$ cat src/rtl/gpio_irq_pkg.sv
package gpio_irq_pkg;
  localparam int LINES = 32;
  localparam int CFG_WORDS = 4;
  localparam int LINES_PER_WORD = LINES / CFG_WORDS;
  localparam int MODE_W = 4;
  localparam int WIN_BASE = 32'h200;
  localparam int WIN_SHIFT = 5;

  typedef enum logic [2:0] {
    SEL_CFG0 = 3'd0,
    SEL_CFG1 = 3'd1,
    SEL_CFG2 = 3'd2,
    SEL_CFG3 = 3'd3,
    SEL_EN   = 3'd4,
    SEL_STS  = 3'd5,
    SEL_DB   = 3'd6,
    SEL_NONE = 3'd7
  } regSel_t;

  typedef enum logic [MODE_W-1:0] {
    TRIG_RISE = 4'd0,
    TRIG_FALL = 4'd1,
    TRIG_HIGH = 4'd2,
    TRIG_LOW  = 4'd3,
    TRIG_BOTH = 4'd4
  } trig_t;

  typedef struct packed {
    logic [CFG_WORDS-1:0] cfgWr;
    logic enWr;
    logic clrWr;
    logic dbWr;
  } bankStb_t;

  typedef struct packed {
    logic hit;
    regSel_t sel;
  } rdPick_t;
endpackage

$ cat src/rtl/gpio_irq_decode.sv
module gpio_irq_decode
  import gpio_irq_pkg::*;
#(
  parameter int NUM_BANKS = 2,
  parameter int ADDR_W = 12,
  parameter logic [NUM_BANKS*4-1:0] BANK_SLOT = 8'h10,
  localparam int BANK_W = (NUM_BANKS > 1) ? $clog2(NUM_BANKS) : 1
) (
  input  logic [ADDR_W-1:0] addr,
  input  logic wrEn,
  output bankStb_t [NUM_BANKS-1:0] wrStb,
  output rdPick_t rdPick,
  output logic [BANK_W-1:0] rdBank
);
  logic [ADDR_W-1:0] winOff;
  logic inRange;
  logic slotMatch;
  logic [2:0] inner;
  logic [BANK_W-1:0] bankSel;
  logic hit;

  assign winOff  = addr - ADDR_W'(WIN_BASE);
  assign inRange = (addr >= ADDR_W'(WIN_BASE)) && (addr[1:0] == 2'b00);
  assign inner   = winOff[4:2];

  always_comb begin
    slotMatch = 1'b0;
    bankSel = '0;
    for (int b = 0; b < NUM_BANKS; b++) begin
      if (winOff[ADDR_W-1:WIN_SHIFT] ==
          {{(ADDR_W-WIN_SHIFT-4){1'b0}}, BANK_SLOT[b*4 +: 4]}) begin
        slotMatch = 1'b1;
        bankSel = BANK_W'(b);
      end
    end
  end

  assign hit = inRange && slotMatch && (inner != 3'd7);

  assign rdPick.hit = hit;
  assign rdPick.sel = hit ? regSel_t'(inner) : SEL_NONE;
  assign rdBank = bankSel;

  generate
    for (genvar b = 0; b < NUM_BANKS; b++) begin : g_stb
      logic bankWr;
      assign bankWr = wrEn && hit && (bankSel == BANK_W'(b));
      for (genvar k = 0; k < CFG_WORDS; k++) begin : g_cfg
        assign wrStb[b].cfgWr[k] = bankWr && (inner == 3'(k));
      end
      assign wrStb[b].enWr  = bankWr && (inner == 3'd4);
      assign wrStb[b].clrWr = bankWr && (inner == 3'd5);
      assign wrStb[b].dbWr  = bankWr && (inner == 3'd6);
    end
  endgenerate
endmodule

$ cat src/rtl/gpio_irq_datapath.sv
module gpio_irq_datapath
  import gpio_irq_pkg::*;
#(
  parameter int NUM_BANKS = 2,
  localparam int BANK_W = (NUM_BANKS > 1) ? $clog2(NUM_BANKS) : 1,
  localparam int ALL_LINES = NUM_BANKS * LINES
) (
  input  logic clk,
  input  logic rst,
  input  logic [31:0] wrData,
  input  logic rdEn,
  input  bankStb_t [NUM_BANKS-1:0] wrStb,
  input  rdPick_t rdPick,
  input  logic [BANK_W-1:0] rdBank,
  input  logic [ALL_LINES-1:0] pinIn,
  output logic [31:0] rdData,
  output logic [NUM_BANKS-1:0] irqOut,
  output logic [ALL_LINES-1:0] stsFlat,
  output logic [ALL_LINES-1:0] enFlat,
  output logic [ALL_LINES-1:0] evtFlat
);
  logic [NUM_BANKS*CFG_WORDS*32-1:0] cfgFlat;
  logic [NUM_BANKS*32-1:0] dbFlat;

  generate
    for (genvar b = 0; b < NUM_BANKS; b++) begin : g_bank
      logic [LINES-1:0] syncA, syncB, prevQ;
      logic [CFG_WORDS-1:0][31:0] cfgQ;
      logic [LINES-1:0] enQ, stsQ, evt;
      logic [31:0] dbQ;

      always_ff @(posedge clk) begin
        if (rst) begin
          syncA <= '0;
          syncB <= '0;
          prevQ <= '0;
          cfgQ  <= '0;
          enQ   <= '0;
          stsQ  <= '0;
          dbQ   <= '0;
        end else begin
          syncA <= pinIn[b*LINES +: LINES];
          syncB <= syncA;
          prevQ <= syncB;
          for (int k = 0; k < CFG_WORDS; k++) begin
            if (wrStb[b].cfgWr[k]) cfgQ[k] <= wrData;
          end
          if (wrStb[b].enWr) enQ <= wrData;
          if (wrStb[b].dbWr) dbQ <= wrData;
          if (wrStb[b].clrWr) stsQ <= (stsQ & ~wrData) | evt;
          else stsQ <= stsQ | evt;
        end
      end

      for (genvar i = 0; i < LINES; i++) begin : g_line
        logic [MODE_W-1:0] mode;
        assign mode = cfgQ[i / LINES_PER_WORD][(i % LINES_PER_WORD)*MODE_W +: MODE_W];
        always_comb begin
          case (mode)
            TRIG_RISE: evt[i] = syncB[i] & ~prevQ[i];
            TRIG_FALL: evt[i] = ~syncB[i] & prevQ[i];
            TRIG_HIGH: evt[i] = syncB[i];
            TRIG_LOW:  evt[i] = ~syncB[i];
            TRIG_BOTH: evt[i] = syncB[i] ^ prevQ[i];
            default:   evt[i] = 1'b0;
          endcase
        end
      end

      assign irqOut[b] = |(stsQ & enQ);
      assign stsFlat[b*LINES +: LINES] = stsQ;
      assign enFlat[b*LINES +: LINES]  = enQ;
      assign evtFlat[b*LINES +: LINES] = evt;
      assign cfgFlat[b*CFG_WORDS*32 +: CFG_WORDS*32] = cfgQ;
      assign dbFlat[b*32 +: 32] = dbQ;
    end
  endgenerate

  logic [31:0] rdMux;
  always_comb begin
    case (rdPick.sel)
      SEL_CFG0, SEL_CFG1, SEL_CFG2, SEL_CFG3:
        rdMux = cfgFlat[(int'(rdBank)*CFG_WORDS + int'(rdPick.sel))*32 +: 32];
      SEL_EN:  rdMux = enFlat[int'(rdBank)*LINES +: LINES];
      SEL_STS: rdMux = stsFlat[int'(rdBank)*LINES +: LINES];
      SEL_DB:  rdMux = dbFlat[int'(rdBank)*32 +: 32];
      default: rdMux = '0;
    endcase
  end

  always_ff @(posedge clk) begin
    if (rst) rdData <= '0;
    else if (rdEn) rdData <= rdPick.hit ? rdMux : '0;
  end
endmodule

$ cat src/rtl/gpio_irq_ctrl.sv
module gpio_irq_ctrl
  import gpio_irq_pkg::*;
#(
  parameter int NUM_BANKS = 2,
  parameter int ADDR_W = 12,
  parameter logic [NUM_BANKS*4-1:0] BANK_SLOT = 8'h10,
  localparam int BANK_W = (NUM_BANKS > 1) ? $clog2(NUM_BANKS) : 1,
  localparam int ALL_LINES = NUM_BANKS * LINES
) (
  input  logic clk,
  input  logic rst,
  input  logic [ADDR_W-1:0] addr,
  input  logic [31:0] wrData,
  input  logic wrEn,
  input  logic rdEn,
  output logic [31:0] rdData,
  input  logic [ALL_LINES-1:0] pinIn,
  output logic [NUM_BANKS-1:0] irqOut
);
  bankStb_t [NUM_BANKS-1:0] wrStb;
  rdPick_t rdPick;
  logic [BANK_W-1:0] rdBank;
  logic [ALL_LINES-1:0] stsFlat, enFlat, evtFlat;

  gpio_irq_decode #(
    .NUM_BANKS(NUM_BANKS), .ADDR_W(ADDR_W), .BANK_SLOT(BANK_SLOT)
  ) decode_i (
    .addr(addr), .wrEn(wrEn), .wrStb(wrStb), .rdPick(rdPick), .rdBank(rdBank)
  );

  gpio_irq_datapath #(.NUM_BANKS(NUM_BANKS)) datapath_i (
    .clk(clk), .rst(rst), .wrData(wrData), .rdEn(rdEn), .wrStb(wrStb),
    .rdPick(rdPick), .rdBank(rdBank), .pinIn(pinIn), .rdData(rdData),
    .irqOut(irqOut), .stsFlat(stsFlat), .enFlat(enFlat), .evtFlat(evtFlat)
  );
endmodule

$ cat config.mk
export PLATFORM = sky130hd
export DESIGN_NAME = gpio_irq_ctrl
export DESIGN_NICKNAME = d
export VERILOG_FILES = /design/src/rtl/gpio_irq_pkg.sv /design/src/rtl/gpio_irq_decode.sv /design/src/rtl/gpio_irq_datapath.sv /design/src/rtl/gpio_irq_ctrl.sv
export SDC_FILE = /design/constraint.sdc
export NUM_CORES = 2
export LEC_CHECK = 0
export ABC_AREA = 1
export CAP_MARGIN = 30
export CORE_MARGIN = 4
export CORE_UTILIZATION = 61
export DETAILED_ROUTE_END_ITERATION = 10
export HOLD_SLACK_MARGIN = 0.03
export PLACE_DENSITY = 0.8
export SYNTH_ARGS = -nofsm -noshare
export SYNTH_HDL_FRONTEND = slang
export SYNTH_SLANG_ARGS = --single-unit
$ cat constraint.sdc
create_clock -name clk -period 2.8 [get_ports clk]
set_input_delay 0.42 -clock clk [delete_from_list [all_inputs] [get_ports clk]]
set_output_delay 0.42 -clock clk [all_outputs]
set_load 0.02 [all_outputs]
=== Word-level counts from Yosys, hierarchy flattened ===
Index checks and enable logic that the tools add are counted.

* Bits in registers: 672
* Bits of input ports: 112
* Output and inout port bits: 34
* Word-level logic and storage cells: 791

* $add $sub $neg: 2
* $lt $le $gt $ge: 1
* Equality and inequality tests: 270
* Shift-type cells: 4
* Multiplexer cells: 72
* Bitwise operators: 330
* Reduce and logical (&&, ||, !) cells: 91

{| class="wikitable"
|+ Operators with widths
! cell !! number
|-
| $eq 4x2->1 const B || 128
|-
| $pmux 1 s5 || 64
|-
| $eq 4x1->1 const B || 64
|-
| $eq 4x3->1 const B || 64
|-
| $logic_not 4->1 || 64
|-
| $shiftx 256x32->32 || 1
|-
| $shiftx 64x7->32 || 3
|-
| $not 1->1 || 129
|-
| $and 1x1->1 || 128
|-
| $and 32x32->32 || 4
|-
| $or 32x32->32 || 4
|-
| $pmux 32 s4 || 1
|-
| $mux 32 || 3
|-
| $reduce_or 32->1 || 2
|-
| $xor 1x1->1 || 64
|-
| $not 32->32 || 1
|-
| $logic_and 1x1->1 || 20
|-
| $eq 3x3->1 const B || 6
|-
| $eq 3x2->1 const B || 4
|-
| $ge 12x10->1 const B || 1
|-
| $sub 12x10->12 const B || 1
|-
| $eq 7x1->1 const B || 1
|-
| $logic_not 7->1 || 1
|-
| $eq 3x1->1 const B || 2
|-
| other kinds (7) || 10
|}

=== Depth between registers and ports, before layout ===
* Word-level depth: 11
* Depth in mapped cells: 15
* Mapped depth without buffers: 13

=== Hierarchy ===
A second synthesis with hierarchy kept.

* Cells, all modules: 4329
* Area total of the unflattened synthesis: 30934.7 um2

{| class="wikitable"
|+ Modules (own cells, without submodules)
! module !! times used !! cells each !! area an instance (um2) !! seq. area each (um2)
|-
| gpio_irq_datapath || 1 || 4288 || 30707.0 || 13452.9
|-
| gpio_irq_decode || 1 || 41 || 227.7 || 0.0
|}

=== Worst setup path before layout ===
OpenSTA, ideal clock, no wires.

* Path kind: input to register
* Start: input addr[11]
* End: register datapath_i.rdData[3]
* Setup time: 132 ps
* Arrival time: 2325 ps
* Data required time: 2668 ps
* Setup slack: 343 ps
* Stages on the path: 15
* Path buffers: 3
* Cells stage by stage: inv_1 -> nand2_1 -> nor2_1 -> nand3_2 -> inv_2 -> buf_2 -> ha_1 -> clkbuf_1 -> inv_1 -> clkbuf_1 -> nand2_1 -> nand3_1 -> nand2_1 -> nand2_1 -> a21oi_1

* Longest elaborated chain between the ends: 11
* Elaborated cells on any way between the ends: 26
* Those cells by class: 2 x add/sub; 1 x order compare; 7 x eq/ne; 4 x shift; 6 x mux; 6 x reduce/logical

{| class="wikitable"
|+ Ends and longest elaborated chain
! element !! RTL line !! source
|-
| start: declaration || gpio_irq_ctrl.sv:12 || <nowiki>input logic [ADDR_W-1:0] addr,</nowiki>
|-
| $sub 12x10->12 || gpio_irq_decode.sv:22 || <nowiki>assign winOff = addr - ADDR_W'(WIN_BASE);</nowiki>
|-
| $logic_not 7->1 || gpio_irq_decode.sv:30 || <nowiki>if (winOff[ADDR_W-1:WIN_SHIFT] ==</nowiki>
|-
| $mux 1 (2 in a row) || gpio_irq_decode.sv:30 ||
|-
| $logic_and 1x1->1 (2 in a row) || gpio_irq_decode.sv:38 || <nowiki>assign hit = inRange && slotMatch && (inner != 3'd7);</nowiki>
|-
| $mux 3 || gpio_irq_decode.sv:41 || <nowiki>assign rdPick.sel = hit ? regSel_t'(inner) : SEL_NONE;</nowiki>
|-
| $add 3x3->4, or another cell as far along || gpio_irq_datapath.sv:83 || <nowiki>rdMux = cfgFlat[(int'(rdBank)*CFG_WORDS + int'(rdPick.sel))*32 +: 32];</nowiki>
|-
| $shiftx 256x32->32 or $reduce_or 4->1 (tied branches) || gpio_irq_datapath.sv:83, gpio_irq_datapath.sv:81 ||
|-
| $pmux 32 s4 || gpio_irq_datapath.sv:81 || <nowiki>case (rdPick.sel)</nowiki>
|-
| $mux 32 (*) || gpio_irq_datapath.sv:93 || <nowiki>else if (rdEn) rdData <= rdPick.hit ? rdMux : '0;</nowiki>
|-
| end signal: assignment || gpio_irq_datapath.sv:93 ||
|-
| end: declaration || gpio_irq_datapath.sv:16 || <nowiki>output logic [31:0] rdData,</nowiki>
|}

Mark *: on every way between the ends. The rest lies on a longest branch, timed or not.
A chain may end at the register's enable or synchronous reset.

=== Final worst setup path ===
* Start: register datapath_i.g_bank[0].stsQ[6]
* End: output irqOut[0]

* Longest elaborated chain between the ends: 2

{| class="wikitable"
|+ Ends and longest elaborated chain
! element !! RTL line !! source
|-
| start: declaration || gpio_irq_datapath.sv:29 || <nowiki>logic [LINES-1:0] enQ, stsQ, evt;</nowiki>
|-
| start signal: assignment || gpio_irq_datapath.sv:50 || <nowiki>if (wrStb[b].clrWr) stsQ <= (stsQ & ~wrData) | evt;</nowiki>
|-
| start signal: assignment || gpio_irq_datapath.sv:51 || <nowiki>else stsQ <= stsQ | evt;</nowiki>
|-
| $and 32x32->32 || gpio_irq_datapath.sv:70 || <nowiki>assign irqOut[b] = |(stsQ & enQ);</nowiki>
|-
| $reduce_or 32->1 || gpio_irq_datapath.sv:70 ||
|-
| end: declaration || gpio_irq_ctrl.sv:18 || <nowiki>output logic [NUM_BANKS-1:0] irqOut</nowiki>
|}

No other way between the ends.

==> results.sh <==
export IMPL_status="finished clean"
export IMPL_maxCapViolCount=0
export IMPL_wl_per_cell_um=20.3
export IMPL_cp_slowest_stage_delay_ns=0.37
export IMPL_clk_latency_ns=0.62
export IMPL_clkTransAtPathRegs_ns=0.06
export IMPL_ys_seq_area_frac=0.405
export IMPL_cts_resized=7
export IMPL_grt_overflow_total=0
export IMPL_die_x_um=241
export IMPL_first_iter_violations=3849
export IMPL_dp_hpwl_um=70300
export IMPL_hp_class="input port to flip-flop"
export IMPL_port_buffers=145
export IMPL_cts_made_buffers=72
export IMPL_syn_num_nets=4403
export IMPL_cts_tree="done"
export IMPL_fmax_ghz=0.370
export IMPL_arrival_ns=2.29
export IMPL_cts_sinks=672
export IMPL_final_common_cell="dfxtp_1"
export IMPL_dieArea_sq_um=58300
export IMPL_synthCells=4162
export IMPL_wl_um=102000
export IMPL_vias=30500
export IMPL_viasPerCell=6.09
export IMPL_grt_pass1_wl_um=157000
export IMPL_n_fill_cell=4127
export IMPL_htreeDepth=3
export IMPL_end_kind="primary output"
export IMPL_cp_start_kind="flip-flop"
export IMPL_place_area_sq_um=36100
export IMPL_most_common_layout_cells="dfxtp_1, nor2_1, nand2_1, inv_1, a211oi_2"
export IMPL_die_h_um=241
export IMPL_cp_max_fo=3
export IMPL_antenna_found_initial=0
export IMPL_p_leak_nw=14.4
export IMPL_async_flop_share=0
export IMPL_vdd_drop_max_mv=0.439
export IMPL_clk_path_buf_depth=3
export IMPL_power_density_nw_per_um2=543
export IMPL_grt_max_degree=102
export IMPL_drive_gt1_frac=0.150
export IMPL_syn_to_final_growth_pct=15.9
export IMPL_rsz0062_at_grt="no"
export IMPL_ys_ff_latch=672
export IMPL_synth_area_sq_um=33200
export IMPL_dr_pass1_iters=9
export IMPL_ys_types=31
export IMPL_antenna_left=0
export IMPL_io_pin_count=146
export IMPL_grt_usage=0.340
export IMPL_hold_violations=0
export IMPL_cp_slowest_cell="dlygate4sd2_1"
export IMPL_tightestPinTransition_ns=0.960
export IMPL_root_buffer="clkbuf_16"
export IMPL_syn_avg_cell_area_sq_um=7.99
export IMPL_post_route_period_util=0.966
export IMPL_gp_congestion=0.957
export IMPL_cts_setup_buffers=0
export IMPL_crit_required_ns=2.38
export IMPL_design_area_sq_um=38500
export IMPL_cts_hold_fix_buffers=0
export IMPL_drc=0
export IMPL_start_util=0.617
export IMPL_nets=4490
export IMPL_std_cell_rows=85
export IMPL_period_needed_ns=2.71
export IMPL_skew_ns=0.0187
export IMPL_grt_pass1_vias=27600
export IMPL_synthFlopType="dfxtp_1"
export IMPL_path_cells="a22o_1 > a221oi_1 > nand2_1 > nor2_1 > nand4_1 > dlygate4sd2_1"
export IMPL_yosys_warnings=0
export IMPL_slew_violations=0
export IMPL_core_area_sq_um=53900
export IMPL_critical_path_class="flip-flop to primary output"
export IMPL_finalSetupTns_ns=0
export IMPL_setup_viol=0
export IMPL_synth_edf_count=0
export IMPL_slew_headroom=0.360
## flip-flops by register name, indices dropped and copies added (netlist names)
| signal | cells |
|---|---|
| datapath_i.g_bank.prevQ | 64 |
| datapath_i.g_bank.enQ | 64 |
| datapath_i.cfgFlat | 256 |
| datapath_i.g_bank.dbQ | 64 |
| datapath_i.rdData | 32 |
| datapath_i.g_bank.syncA | 64 |
| datapath_i.g_bank.stsQ | 64 |
| datapath_i.g_bank.syncB | 64 |
## metrics by stage
stage / total power [mW] / setup slack (ns) / util / hold slack, ns / std cells
after floorplan: 10.6 / 0.343 / - / 0.388 / 4162
after global placement: 11.2 / 0.0324 / 0.669 / 0.389 / 4871
after detailed placement: 11.2 / -0.00851 / 0.669 / 0.393 / 4871
after CTS: 21.0 / 0.00209 / 0.715 / 0.177 / 5002
after global routing: 21.5 / 0.0301 / 0.715 / 0.197 / 5002
final: 20.9 / 0.0946 / 0.715 / 0.171 / 5003
## critical path: cells and delay by family, from the launching register on
family,cells,cell delay [ns]
buffers and inverters,1,0.37
AND/OR/NAND/NOR,3,0.41
flip-flops,1,0.33
AO/OA/AOI/OAI,2,0.56
## synthesized netlist by cell type (34+ instances only)
master    count  area share
a211oi_2    316        0.12
buf_4        61       0.014
nand2_1     630       0.071
nor2_1      649       0.073
a211oi_1     69       0.016
o311ai_0     34      0.0090
nand3b_1     35      0.0079
nand4_1     197       0.037
a21oi_1     192       0.029
ha_1        129       0.049
nand3_1     297       0.045
dfxtp_1     672        0.40
clkbuf_1    152       0.017
o31ai_1      34      0.0077
inv_1       391       0.044
buf_2        76       0.011
o21ai_0     158       0.024
## final cells by class
cell class	count	area (sq um)	share of cell area
Clock buffer	107	2190	0.0567
Tap cell	696	871	0.0226
Clock inverter	24	264	0.00685
Antenna cell	1	2.50	0.0000649
Multi-Input combinational cell	2792	16900	0.438
Sequential cell	672	13500	0.349
Inverter	399	1500	0.0389
Timing Repair Buffer	312	3390	0.0880
## logic make-up (layout without fill, tap and decap cells)
logic type / count (synthesis) / in the layout / share of synthesized area
simple gates: 1835 / 1835 / 0.247
flops: 672 / 672 / 0.405
other cells: 0 / 1 / 0
buf+inv: 698 / 842 / 0.0897
fa+ha+maj: 129 / 129 / 0.0486
compound gates: 828 / 828 / 0.210
## report_power, final
group          total, mW  switching [mW]  internal (mW)
Clock               9.87            4.00           5.88
Sequential          9.86           0.139           9.72
Combinational       1.20           0.799          0.403
## worst paths after layout
check	startpoint	to	slack (ns)	depth (start not counted)
worst max-delay path	datapath_i.g_bank[0].stsQ[6]$_SDFF_PP0_	irqOut[0]	0.09	6
worst max register to register	datapath_i.g_bank[0].syncB[7]$_SDFF_PP0_	datapath_i.g_bank[0].stsQ[7]$_SDFF_PP0_	1.19	5
worst min register to register	datapath_i.g_bank[1].syncA[3]$_SDFF_PP0_	datapath_i.g_bank[1].syncB[3]$_SDFF_PP0_	0.40	2
worst min-delay path	rst	datapath_i.g_bank[1].syncA[11]$_SDFF_PP0_	0.17	2
## routing by layer
| layer | vias to the layer above | GRT usage | wire length [um] |
|---|---|---|---|
| li1 | 14300 | - | - |
| met1 | 14100 | 0.489 | 41900 |
| met2 | 1766 | 0.497 | 42700 |
| met3 | 247 | 0.0783 | 12700 |
| met4 | 0 | 0.138 | 4250 |
| met5 | - | 0 | 0 |
No activity file was read; power rests on OpenSTA's default activity.
